### src/rtl/parity_xcvr.sv
module parity_xcvr #(
  parameter int W = 8
) (
  input  logic         clk,
  input  logic         rst_n,
  input  logic         a_drive_n,
  input  logic         b_drive_n,
  input  logic [W-1:0] a_in,
  output logic [W-1:0] a_out,
  output logic         a_oe,
  input  logic [W-1:0] b_in,
  output logic [W-1:0] b_out,
  output logic         b_oe,
  input  logic         par_in,
  output logic         par_out,
  output logic         par_oe,
  input  logic         flag_en_n,
  input  logic         flag_clr_n,
  output logic         err_n,
  output logic         err_oe
);

  logic inv_mode;
  logic chk;
  logic flag_q;

  assign inv_mode = ~a_drive_n & ~b_drive_n;

  assign b_out   = a_in;
  assign b_oe    = ~b_drive_n;
  assign a_out   = b_in;
  assign a_oe    = ~a_drive_n & b_drive_n;
  assign par_oe  = ~b_drive_n;
  assign par_out = ~(^a_in) ^ inv_mode;

  always_comb begin
    case ({a_drive_n, b_drive_n})
      2'b01:   chk = ^{b_in, par_in};
      2'b11:   chk = ^a_in;
      default: chk = ^{a_in, par_out};
    endcase
  end

  always_ff @(posedge clk or negedge rst_n) begin
    if (!rst_n) begin
      flag_q <= 1'b1;
    end else begin
      case ({flag_en_n, flag_clr_n})
        2'b00:   flag_q <= chk;
        2'b01:   flag_q <= chk & flag_q;
        2'b10:   flag_q <= 1'b1;
        default: flag_q <= flag_q;
      endcase
    end
  end

  assign err_n  = flag_q;
  assign err_oe = ~flag_q;

  assert_clear_R7: assert property (@(posedge clk) disable iff (!rst_n)
    (flag_en_n && !flag_clr_n) |=> err_n);

  assert_sticky_R6: assert property (@(posedge clk) disable iff (!rst_n)
    (!flag_en_n && flag_clr_n && !err_n) |=> !err_n);

  assert_hold_R8: assert property (@(posedge clk) disable iff (!rst_n)
    (flag_en_n && flag_clr_n) |=> $stable(err_n));

  assert_follow_R5: assert property (@(posedge clk) disable iff (!rst_n)
    (!flag_en_n && !flag_clr_n && !a_drive_n && b_drive_n) |=> (err_n == $past(^{b_in, par_in})));

  assert_idle_R4: assert property (@(posedge clk) disable iff (!rst_n)
    (a_drive_n && b_drive_n) |-> !(a_oe || b_oe || par_oe));

endmodule

### config.mk
export PLATFORM = sky130hd
export DESIGN_NAME = parity_xcvr
export DESIGN_NICKNAME = d
export VERILOG_FILES = /design/src/rtl/parity_xcvr.sv
export SDC_FILE = /design/constraint.sdc
export NUM_CORES = 1
export LEC_CHECK = 0
export BUFFER_PORTS_ARGS = -buffer_cell sky130_fd_sc_hd__buf_2
export CORE_MARGIN = 1
export CORE_UTILIZATION = 29
export DETAILED_ROUTE_END_ITERATION = 12
export GPL_ROUTABILITY_DRIVEN = 0
export PLACE_DENSITY = 0.69
export SYNTH_ARGS = -nofsm -noshare
export SYNTH_HDL_FRONTEND = slang
export SYNTH_SLANG_ARGS = --single-unit
### constraint.sdc
create_clock -name clk -period 0.9 [get_ports clk]
set_input_delay 0.045 -clock clk [delete_from_list [all_inputs] [get_ports clk]]
set_output_delay 0.045 -clock clk [all_outputs]
set_load 0.03 [all_outputs]
---- After elaboration in Yosys (flattened, before gate mapping) ----
Cells that the tools add are included.
cells by class
  eq/ne operators ......................... 4
  mux-type cells .......................... 2
  bitwise logic cells ..................... 8
  reduce and logical (&&, ||, !) cells .... 5
operators with widths
  kind                                           number
  XOR reduction 9 bit                            2
  XOR reduction 8 bit                            1
  == test 2 x 1 -> 1 bit, second input constant  2
  == test 2 bit, second input constant           2
  NOT 1 bit                                      4
  AND 1 bit                                      3
  case mux 1 bit (3 select lines)                1
  nonzero test 3 bit                             1
  logical NOT 2 bit                              1
  case mux 1 bit (2 select lines)                1
  XOR 1 bit                                      1
storage, ports and cells
  register bits after elaboration ......... 1
  input port bits ......................... 23
  output and inout bits ................... 22
  word-level logic and storage cells ...... 20

---- Longest topological paths before layout ----
  depth in word-level cells ............... 7
  mapped depth ............................ 6
  mapped depth without buffers ............ 6

---- Worst setup path after synthesis ----
OpenSTA, ideal clock, no wires.
  path kind ............................... input to output
  start point ............................. input port a_in[2]
  end point ............................... output port par_out
  arrival ................................. 1043 ps
  data required time ...................... 855 ps
  slack ................................... -188 ps
  stages on the path ...................... 4
  path buffers ............................ 0
  path through ............................ xor2_1 -> xnor2_1 -> xnor2_1 -> xnor2_1
on the way
  cells in the longest elaborated chain, start to end .. 3
ends and longest elaborated chain
  item                 line  RTL
  start: declaration   8     input logic [W-1:0] a_in,
  XOR reduction 8 bit  34    assign par_out = ~(^a_in) ^ inv_mode;
  NOT 1 bit            34
  XOR 1 bit            34
  end: declaration     15    output logic par_out,
No other way between the ends.

---- Final worst setup path ----
  start point ............................. input port b_in[4]
  end point ............................... register flag_q (netlist: err_n)
on the way
  cells in the longest elaborated chain, start to end .. 4
ends and longest elaborated chain
  item                               line  RTL
  start: declaration                 11    input logic [W-1:0] b_in,
  XOR reduction 9 bit *              38    2'b01: chk = ^{b_in, par_in};
  case mux 1 bit (2 select lines) *  37    case ({a_drive_n, b_drive_n})
  AND 1 bit                          50    2'b01: flag_q <= chk & flag_q;
  case mux 1 bit (3 select lines) *  48    case ({flag_en_n, flag_clr_n})
  end signal: assignment             49    2'b00: flag_q <= chk;
  end signal: assignment             50
  end signal: assignment             52    default: flag_q <= flag_q;
  end: declaration                   25    logic flag_q;
Every way passes the cells marked *; elsewhere a longest branch is shown, timed or not.
A chain may end at the register's enable or synchronous reset.

==> impl_results.md <==
* Sequential cell area at 26.3 um^2
* Critical Path Start Type: primary input
* Clock tree skew after final layout at 0 ns
* Reg2reg end: err_n
* Post-synth top area cell: buf_4
* Flop2flop setup slack at -0.06 ns
* Peak supply drop at roughly 0.00053 V
* Area grow syn2layout at 66.7%
* Later-pin clock latency in the skew report at 0 ns
* DRT iter0 DRCs at 1
* Top cells by count, synth: buf_4 (17), xnor2_1 (11), inv_1 (4)
* Die Width at just under 40 um
* Worst hold slack at around 0.35 ns
* Sequential area share after synthesis at around 6.5%
* Gr usage total at 9.80%
* Initial antenna violation count at 0
* Outcome: complete, but fails checks
* First-pass GRT wire length at about 1100 um
* Most frequent cell after synthesis: buf_4
* GRT busiest layer: met2
* Placed cells at 94
* Setup TNS Final at -0.472 ns
* WL/cell at around 9 um
* Number of flip-flops in the largest register at 1
* Global-route track usage on met2 at between 20% and 30%
* Worst reg2reg startpoint: err_n
* Top post-synthesis cells by area: buf_4 (31%), xnor2_1 (24%), ha_1 (9.3%)
* Finished Cell Area at between 600 and 700 um^2
* Min Tclk post-route at 1.19 ns
* Worst Hold Endpoint: b_out[4]
* Filler cell count in the final layout at about 140
* Period Utilization, post-route at 133%
* Hold Vio Cnt, Final at 0
* Flops & latches, synth at 1
* Final number of setup-violating endpoints at 2
* DP Worst Slack at -0.400 ns
* Compound-gate portion of the synthesized area at around 4.6%
* Remaining DRCs at 0
* Synth Warn # at 0
* Routed wire length at 860 um
* Fmax at roughly 840 MHz
* Area of the multi-input gates at between 200 and 300 um^2
* Post-synthesis mux area share at 0%
* Worst Setup End Kind: flop
* Critical path type: in2reg
* Core Region at 1300 um^2
* Slew margin rel. at between 80% and 90%
* Worst-Margin Slew at between 0.2 and 0.3 ns
* Max cap viols at 0
* Critical Path AT at around 1.1 ns
* Num ports at between 40 and 50
* Fin. max-slew vios at 0
* GR Util met3 at 0.568%
* GR Util met1 at about 7.8%
* Hold path start: a_in[4]
* Worst Path Max Fanout at 2
* DP Area at roughly 550 um^2
* Share of cells above drive strength 1 at around 70%
* Mapped Avg Cell Area at around 8.3 um^2
* Vias/cell at ~4.4
* Synth Flop Type: dfstp_2
* Post-Synth Adder-Cell Area at just over 9%
* Detail Route Antenna Nets at 0
* Clock transition at path regs at 0 ns
* Min-Delay Path Class: in2out
* Post-Layout Cell Count at 95
* Largest family of logic cells by synthesized area: XOR/XNOR gates
* Fraction of the mapped netlist area in simple logic gates at between 6 and 7%
* Port Buffers at 44
* R2R cell count at 4
* Synth Area in XOR/XNOR at a little under two fifths
* Post-synth EDFFs at 0
* Die span in y at 39.4 um
* Vias at 418
* Setup bufs post-CTS at 0
* Crit path required time at just over 0.8 ns
* Asr flop ratio synth at between 90% and 100%
* Synth top area share at 31.5%
* Syn nets at 75
* Mapped Cells at a little under 50
* Initial Util at approximately 31%
* Row count at 13
* Largest net degree at the start of global routing at 5
* Die ar. at about 1600 um^2
* Power Density at between 1000 and 1500 nW/um^2
* Setup repair after global routing missed its margin: true
* Failing checks: setup timing
* Vias in the first global route at 302
* Fin nets at 108
* Diode count at 0
* Leakage at about 0.38 nW
* Library cells used by synthesis at 14
* Worst Hold Depth at 2
* Post-route setup slack at -0.293 ns
* Grt total ovfl at 0
* Synthesized area at between 400 and 500 um^2
* First-pass DRT Iterations at 3
report_power, final:
part	internal, W	leakage [nW]	total (W)	switching (W)
Combinational	0.000332	0.365	0.000691	0.000359
Sequential	0.0000635	0.0105	0.0000710	0.00000749
Clock	0	0	0	0
Total	0.000396	0.375	0.000762	0.000366
layer usage:
metal | vias up | routed length (um)
met5 | - | 0
met4 | 0 | 0
met3 | 0 | 117
met2 | 34 | 496
met1 | 183 | 245
li1 | 201 | -
per-stage QoR:
step | utilization [%] | total power, W
2_1_floorplan | - | 0.000516
3_3_place_gp | 42.3 | 0.000662
3_5_place_dp | 42.3 | 0.000672
4_1_cts | 48.8 | 0.000739
5_1_grt | 51.9 | 0.000809
6_report | 51.9 | 0.000762
cells by family (layout without fill, tap and decap cells):
logic type,after synthesis,after routing
buffers and inverters,21,52
xor gates and xnor gates,15,15
and+or+nand+nor,6,6
adders and majority gates,3,3
AOI/OAI and AO/OA,3,3
DFF,1,1
cells in the final DEF, fill, tap and decap left out, types with 2 or more instances in the layout:
cell,n
xnor2_1,5
xnor2_2,6
ha_1,3
buf_4,3
nor2_1,2
buf_2,34
nand2_1,2
inv_1,4
buf_6,9
xor2_1,2
worst max path at each step:
stage                 start    end  slack, ns  depth (start not counted)
floorplan             err_n  err_n      -0.16                          4
global placement    b_in[1]  err_n      -0.26                          6
detailed placement  b_in[1]  err_n      -0.40                          6
CTS                 b_in[6]  err_n      -0.33                          6
global route        b_in[4]  err_n      -0.39                          6
finish              b_in[4]  err_n      -0.29                          6
timing repair:
action	CTS	global route
pin swaps	12	9
endpoints found under the hold margin	1	0
resized for setup	12	9
hold buffers	1	0
setup endpoints to repair	2	2
final cells by class:
cell class	instances	area share, %
inverter	4	2.22
multi-input combinational	27	43.9
sequential	1	3.89
tap	15	2.78
timing repair buffer	48	47.2
critical path, stage by stage:
cell	delay, ns
buf_8	0.10
xnor2_4	0.14
xnor3_1	0.42
xnor2_1	0.14
o221ai_1	0.17
nand2_1	0.08
Note: power is estimated with default switching activity, not from simulation.
